<file path="src/rtl/tx_fill_pkg.sv">
package tx_fill_pkg;
    parameter int TX_CODE_W = 10;
    parameter int TX_CMD_W  = 8;

    typedef struct packed {
        logic                 in_vld;
        logic [TX_CODE_W-1:0] in_data;
        logic [TX_CODE_W-1:0] out_char;
        logic                 out_cmd;
    } tx_state_t;
endpackage

</file>
<file path="src/rtl/tx_fill_src_sel.sv">
module tx_fill_src_sel
    import tx_fill_pkg::*;
(
    input  logic                 rst_n,
    input  logic                 fifo_bypass,
    input  logic [TX_CODE_W-1:0] host_data,
    input  logic                 host_en,
    input  logic                 host_full,
    input  logic [TX_CODE_W-1:0] fifo_data,
    input  logic                 fifo_empty,
    input  logic                 halt,
    output logic                 take,
    output logic [TX_CODE_W-1:0] take_data,
    output logic                 fifo_rd
);
    logic host_ok;
    logic fifo_ok;

    always_comb begin
        host_ok   = host_en && !host_full;
        // Halt goes straight to the read gate: the current slot is already stopped
        fifo_ok   = !fifo_empty && !halt && rst_n;
        fifo_rd   = !fifo_bypass && fifo_ok;
        take      = fifo_bypass ? host_ok : fifo_ok;
        take_data = fifo_bypass ? host_data : fifo_data;
    end
endmodule

</file>
<file path="src/rtl/tx_fill_fmt.sv">
module tx_fill_fmt
    import tx_fill_pkg::*;
#(
    parameter logic [TX_CMD_W-1:0]  FILL_CMD_A = 8'hB5,
    parameter logic [TX_CMD_W-1:0]  FILL_CMD_B = 8'h3C,
    parameter logic [TX_CODE_W-1:0] FILL_PAT_A = 10'h17C,
    parameter logic [TX_CODE_W-1:0] FILL_PAT_B = 10'h283
) (
    input  logic                 vld,
    input  logic [TX_CODE_W-1:0] data,
    input  logic                 enc_bypass,
    input  logic                 wide_sel,
    output logic [TX_CODE_W-1:0] char_o,
    output logic                 cmd_o
);
    localparam int PAD_W = TX_CODE_W - TX_CMD_W;

    logic [TX_CODE_W-1:0] fill_code;
    logic [TX_CODE_W-1:0] data_fmt;

    always_comb begin
        if (enc_bypass) begin
            fill_code = wide_sel ? FILL_PAT_A : FILL_PAT_B;
            data_fmt  = data;
        end else begin
            fill_code = {{PAD_W{1'b0}}, (wide_sel ? FILL_CMD_A : FILL_CMD_B)};
            data_fmt  = {{PAD_W{1'b0}}, data[TX_CMD_W-1:0]};
        end
        char_o = vld ? data_fmt : fill_code;
        cmd_o  = !vld;
    end
endmodule

</file>
<file path="src/rtl/tx_fill_ctrl.sv">
module tx_fill_ctrl
    import tx_fill_pkg::*;
#(
    parameter logic [TX_CMD_W-1:0]  FILL_CMD_A = 8'hB5,
    parameter logic [TX_CMD_W-1:0]  FILL_CMD_B = 8'h3C,
    parameter logic [TX_CODE_W-1:0] FILL_PAT_A = 10'h17C,
    parameter logic [TX_CODE_W-1:0] FILL_PAT_B = 10'h283
) (
    input  logic                 clk,
    input  logic                 rst_n,
    input  logic                 fifo_bypass,
    input  logic                 enc_bypass,
    input  logic                 wide_sel,
    input  logic [TX_CODE_W-1:0] host_data,
    input  logic                 host_en,
    input  logic                 host_full,
    input  logic [TX_CODE_W-1:0] fifo_data,
    input  logic                 fifo_empty,
    input  logic                 halt,
    output logic                 fifo_rd,
    output logic [TX_CODE_W-1:0] out_char,
    output logic                 out_cmd
);
    localparam int PAD_W = TX_CODE_W - TX_CMD_W;

    tx_state_t            st_d, st_q;
    logic                 take;
    logic [TX_CODE_W-1:0] take_data;
    logic [TX_CODE_W-1:0] fmt_char;
    logic                 fmt_cmd;

    tx_fill_src_sel u_src (
        .rst_n      (rst_n),
        .fifo_bypass(fifo_bypass),
        .host_data  (host_data),
        .host_en    (host_en),
        .host_full  (host_full),
        .fifo_data  (fifo_data),
        .fifo_empty (fifo_empty),
        .halt       (halt),
        .take       (take),
        .take_data  (take_data),
        .fifo_rd    (fifo_rd)
    );

    tx_fill_fmt #(
        .FILL_CMD_A(FILL_CMD_A),
        .FILL_CMD_B(FILL_CMD_B),
        .FILL_PAT_A(FILL_PAT_A),
        .FILL_PAT_B(FILL_PAT_B)
    ) u_fmt (
        .vld       (st_q.in_vld),
        .data      (st_q.in_data),
        .enc_bypass(enc_bypass),
        .wide_sel  (wide_sel),
        .char_o    (fmt_char),
        .cmd_o     (fmt_cmd)
    );

    always_comb begin
        st_d          = st_q;
        st_d.in_vld   = take;
        st_d.in_data  = take ? take_data : st_q.in_data;
        st_d.out_char = fmt_char;
        st_d.out_cmd  = fmt_cmd;
    end

    always_ff @(posedge clk) begin
        if (!rst_n) begin
            st_q.in_vld   <= 1'b0;
            st_q.in_data  <= '0;
            st_q.out_char <= {{PAD_W{1'b0}}, FILL_CMD_A};
            st_q.out_cmd  <= 1'b1;
        end else begin
            st_q <= st_d;
        end
    end

    assign out_char = st_q.out_char;
    assign out_cmd  = st_q.out_cmd;
endmodule

</file>
<file path="config.mk">
export PLATFORM = sky130hd
export DESIGN_NAME = tx_fill_ctrl
export DESIGN_NICKNAME = d
export VERILOG_FILES = /design/src/rtl/tx_fill_pkg.sv /design/src/rtl/tx_fill_src_sel.sv /design/src/rtl/tx_fill_fmt.sv /design/src/rtl/tx_fill_ctrl.sv
export SDC_FILE = /design/constraint.sdc
export NUM_CORES = 1
export LEC_CHECK = 0
export CAP_MARGIN = 20
export CORE_MARGIN = 2
export CORE_UTILIZATION = 30
export CTS_BUF_LIST = sky130_fd_sc_hd__clkbuf_16
export CTS_CLUSTER_DIAMETER = 80
export DETAILED_ROUTE_END_ITERATION = 10
export DONT_BUFFER_PORTS = 1
export PLACE_DENSITY_LB_ADDON = 0.12
export SLEW_MARGIN = 15
export SYNTH_ARGS = -nofsm -noshare
export SYNTH_HDL_FRONTEND = slang
export SYNTH_SLANG_ARGS = --single-unit
</file>
<file path="constraint.sdc">
create_clock -name clk -period 1.7 [get_ports clk]
set_input_delay 0 -clock clk [delete_from_list [all_inputs] [get_ports clk]]
set_output_delay 0 -clock clk [all_outputs]
set_load 0.03 [all_outputs]
</file>
Yosys cells after proc, flatten, opt, wreduce, memory -nomap -nowiden
Index checks and enable logic that the tools add are counted.

Bits in registers: 22. Word-level logic and storage cells: 20. Bits of input ports: 29. Output and inout bits: 12.

Mux-type cells: 7. Reductions and logical operators: 9.

Operators with widths (number): 10-bit two-way mux (5); 8-bit two-way mux (1); 1-bit logical NOT (5); 1-bit logical AND (4); 1-bit two-way mux (1).

Longest topological paths before layout
Depth in word-level cells: 4. Mapped depth: 5. Mapped depth without buffers: 5.

Hierarchy
A second synthesis with hierarchy kept.

Cells, all modules: 109. Area, all modules: 1107.3 um^2.

By module, submodules not included: tx_fill_ctrl (area each 774.5 um^2, sequential area each 440.4 um^2, times used 1, cells an instance 67); tx_fill_fmt (area each 180.2 um^2, sequential area each 0.0 um^2, times used 1, cells an instance 28); tx_fill_src_sel (area each 152.6 um^2, sequential area each 0.0 um^2, times used 1, cells an instance 14).

Least setup slack after synthesis
OpenSTA, ideal clock, no wires.

Kind: register to register. Start point: register st_q[21] (netlist name). End point: register, netlist name out_char[0]. Data arrival time: 801 ps. Slack: 767 ps. Buffers on the path: 1. Period minus slack after synthesis: 933 ps. Data required time: 1568 ps. Library setup time: 132 ps. Stages on the path, launching flop included: 4. Cells stage by stage: dfxtp_1 clkbuf_1 nor2b_1 o21ai_1.

Word-level cells in the longest chain between the ends: 1.

RTL lines: start: declaration (line tx_fill_ctrl.sv:26) `tx_state_t st_d, st_q;`; start signal: assignment (line tx_fill_ctrl.sv:75) `st_q <= st_d;`; 10-bit two-way mux (line tx_fill_fmt.sv:29) `char_o = vld ? data_fmt : fill_code;`.

Every way passes these cells. A chain may end at the register's enable or synchronous reset.

Worst setup path in the final report
Start point: input rst_n. End point: register, netlist name out_char[8].

RTL lines: start: declaration (line tx_fill_ctrl.sv:10) `input logic rst_n,`.

No word-level cell between the ends.

==> key figures <==
Logic synthesis
  • Area leader, netlist: dfxtp_1
  • Syn nets: 134
  • Ys flop type: dfxtp_1
  • Synthesis warning total: 0
  • Async set or reset register ratio after synthesis: 0%
  • Synth Register Bits: 22
  • Post-Syn Area: 0.00104 mm2
  • Syn_area_per_cell: a little over 10 um2
  • Post-Syn Instances: 102
  • Number of flops mapped to enable cells by yosys: 0
  • Yosys cell types: 22
  • Area fraction of the dominant cell type after synthesis: a little over two fifths
  • Sequential share of the synthesized area: 42.4%
  • Area contributors post-synth: dfxtp_1 (42%), mux2i_1 (9.6%), o211a_1 (9.6%), buf_4 (7.2%), nor2b_1 (4.8%)

Clock tree
  • CTS Root Cell: clkbuf_16
  • CTS H-tree depth: 1
  • Max clock buf depth: 2
  • Clock latency on the worst-skew pair: between 200 and 300 ps
  • CTS tree: done
  • Clock sink count: 22
  • # Post-CTS Setup Buffers: 0
  • Post-CTS resize count: 0
  • Number of buffers created by CTS: 3
  • Clock transition at the registers of the reported paths: approximately 60 ps

Die
  • Core Box Area: 0.00334 mm2
  • Die width: 62.8 um
  • Cell Rows: 21
  • Initial Util: 31.1%
  • DIE AREA: 0.00395 mm2
  • Die Y-Extent: 62.8 um
  • Ports: 41

Worst setup path
  • Master of the slowest instance on the critical path: dlygate4sd3_1
  • CP startpoint kind: input port
  • CP arrival: about 1200 ps
  • Crit. path cell count: 2
  • Maximum net fanout on the critical path: 22
  • CP max stage delay: 970 ps
  • CP top delay family: buffers and inverters
  • Critical path buffer and inverter count: 1
  • Worst reg2reg setup slack: 700 ps
  • Worst EP required: 1880 ps
  • Cell chain of the critical path: dlygate4sd3_1 -> a21boi_1
  • CP Capture Type: register
  • Worst reg2reg path depth: 3
  • Worst r2r src: st_q[21]$_SDFF_PN0_
  • Crit Path Class: input port to register
  • Worst R2R End: out_char[3]$_SDFF_PN0_

Placement
  • Port Buf Inserts: 0
  • Area after DPL: 988 um2
  • DP HPWL: between 1000 and 1500 um
  • Gpl congestion: ~0.67

Global route
  • Antenna violations before repair: 0
  • Vias in the first global route: 634
  • Total gr overflow: 0
  • GR Util All Layers: 10.1%
  • First-pass GRT wire length: 3040 um
  • Largest net degree at the start of global routing: 23

Finish
  • # fillers: 365
  • Area grow syn2layout: 4.70%
  • Antenna cells: 0
  • Layout cells sized above 1: 6.52%
  • Final core utilization: 32.6%
  • Most common cell after layout, fill and taps aside: dfxtp_1
  • Cell area after layout: about 0.0011 mm2
  • Post-layout net count: 125
  • Most frequent cells in the layout: dfxtp_1 (22), mux2i_1 (10), o211a_1 (10), o21ai_0 (9), nor2b_1 (8)

Timing
  • RSZ-0062 raised after global routing: false
  • Min cycle time layout: 1030 ps
  • Final Setup Violations: 0
  • Fin. Hold Viols: 0
  • Worst slew pin tran: between 600 and 700 ps
  • Slew headroom: 54.9%
  • Max Clk Rate: 0.969 GHz
  • Sum of negative setup slack: 0 ps
  • Final Cycle Share: about three fifths
  • Clock skew: about 3.7 ps
  • Fin. max-slew vios: 0

Power
  • Peak supply drop: between 300 and 400 uV
  • P per Cell Area: 1080 mW/mm2
  • Leak: 0.530 nW
  • Total Power: 1.18 mW

Routing
  • Drt total wl: 1860 um
  • Routed via count: between 600 and 700
  • Antenna-violating nets left: 0
  • DRC viols: 0
  • Via density: roughly 4.8
  • Drt pass-1 iters: 4
  • Starting DRT DRC Count: 24
  • WL/cell: roughly 14 um

Run status
  • Status: finished, final reports clean

Hold path
  • Hold worst-path end: st_q[20]$_SDFFE_PN0P_
  • HP Start: fifo_data[9]
  • Worst hold path class: input port to register
  • Worst hold path depth: 3

Job
  • Max-cap violations: 0
## final cells by class
class                      count  area, um2  share of cell area (%)
timing repair buffer           3       27.5                    2.53
multi-input combinational     62        479                    44.1
clock buffer                   3       75.1                    6.90
sequential                    22        440                    40.5
tap                           46       57.6                    5.29
inverter                       1       3.75                   0.345
clock inverter                 1       3.75                   0.345
## Yosys cell counts, types with 3 or more instances
cell type / n
dfxtp_1: 22
buf_4: 10
mux2i_1: 10
o211a_1: 10
o21ai_0: 9
nor2b_1: 8
o21ai_1: 6
a21boi_1: 4
clkbuf_1: 3
ha_1: 3
nand2_1: 3
## report_power, final
| part | internal (mW) | switching (mW) | total (mW) |
|---|---|---|---|
| combinational | 0.0486 | 0.0401 | 0.0888 |
| sequential | 0.549 | 0.0493 | 0.599 |
| clock | 0.313 | 0.177 | 0.491 |
| total | 0.911 | 0.267 | 1.18 |
## logic make-up after synthesis
logic type | synth area share, %
adder cells (fa/ha/maj) | 3.61
AND/OR/NAND/NOR | 12.7
multiplexers | 9.64
buffers and inverters | 11.4
AO/OA/AOI/OAI | 20.2
flip-flops | 42.4
## sequential cells by signal (all words and copies together), names as in the netlist
register  cells
st_q         11
out_char     10
out_cmd       1
## stage by stage
stage                     std cells  hold slack (ps)  worst slack, ps
after global routing            138             68.5              567
after floorplan                 102              153              767
final                           138             33.9              668
after global placement          132             78.9              705
after CTS                       138             32.2              666
after detailed placement        132             78.6              715
## worst max path at each step
stage / to / startpoint / slack (ps)
after floorplan: out_char[0]$_SDFF_PN1_ / st_q[21]$_SDFF_PN0_ / 770
after global routing: out_char[5]$_SDFF_PN1_ / rst_n / 570
after detailed placement: st_q[14]$_SDFFE_PN0P_ / fifo_bypass / 710
final: out_char[8]$_SDFF_PN0_ / rst_n / 670
after global placement: out_char[3]$_SDFF_PN0_ / st_q[21]$_SDFF_PN0_ / 700
after CTS: out_char[6]$_SDFF_PN0_ / rst_n / 670
## tightest hold or removal path, delay by kind of cell
family	cells	cell delay (ps)
AO/OA/AOI/OAI	2	210
multiplexers	1	40
## per-layer routing
layer  wire length [um]  vias to the layer above  GRT usage, %
met5                  0                        -             0
met4                 57                        0          7.50
met3                183                        5          2.52
met2                691                       41          14.2
met1                931                      287          13.2
li1                   -                      329             -
## what timing repair did
action                     CTS  global route
hold buffers                 2             0
setup endpoints to repair    0             0
hold endpoints to repair    22             0
(Power assumes the default switching activity.)
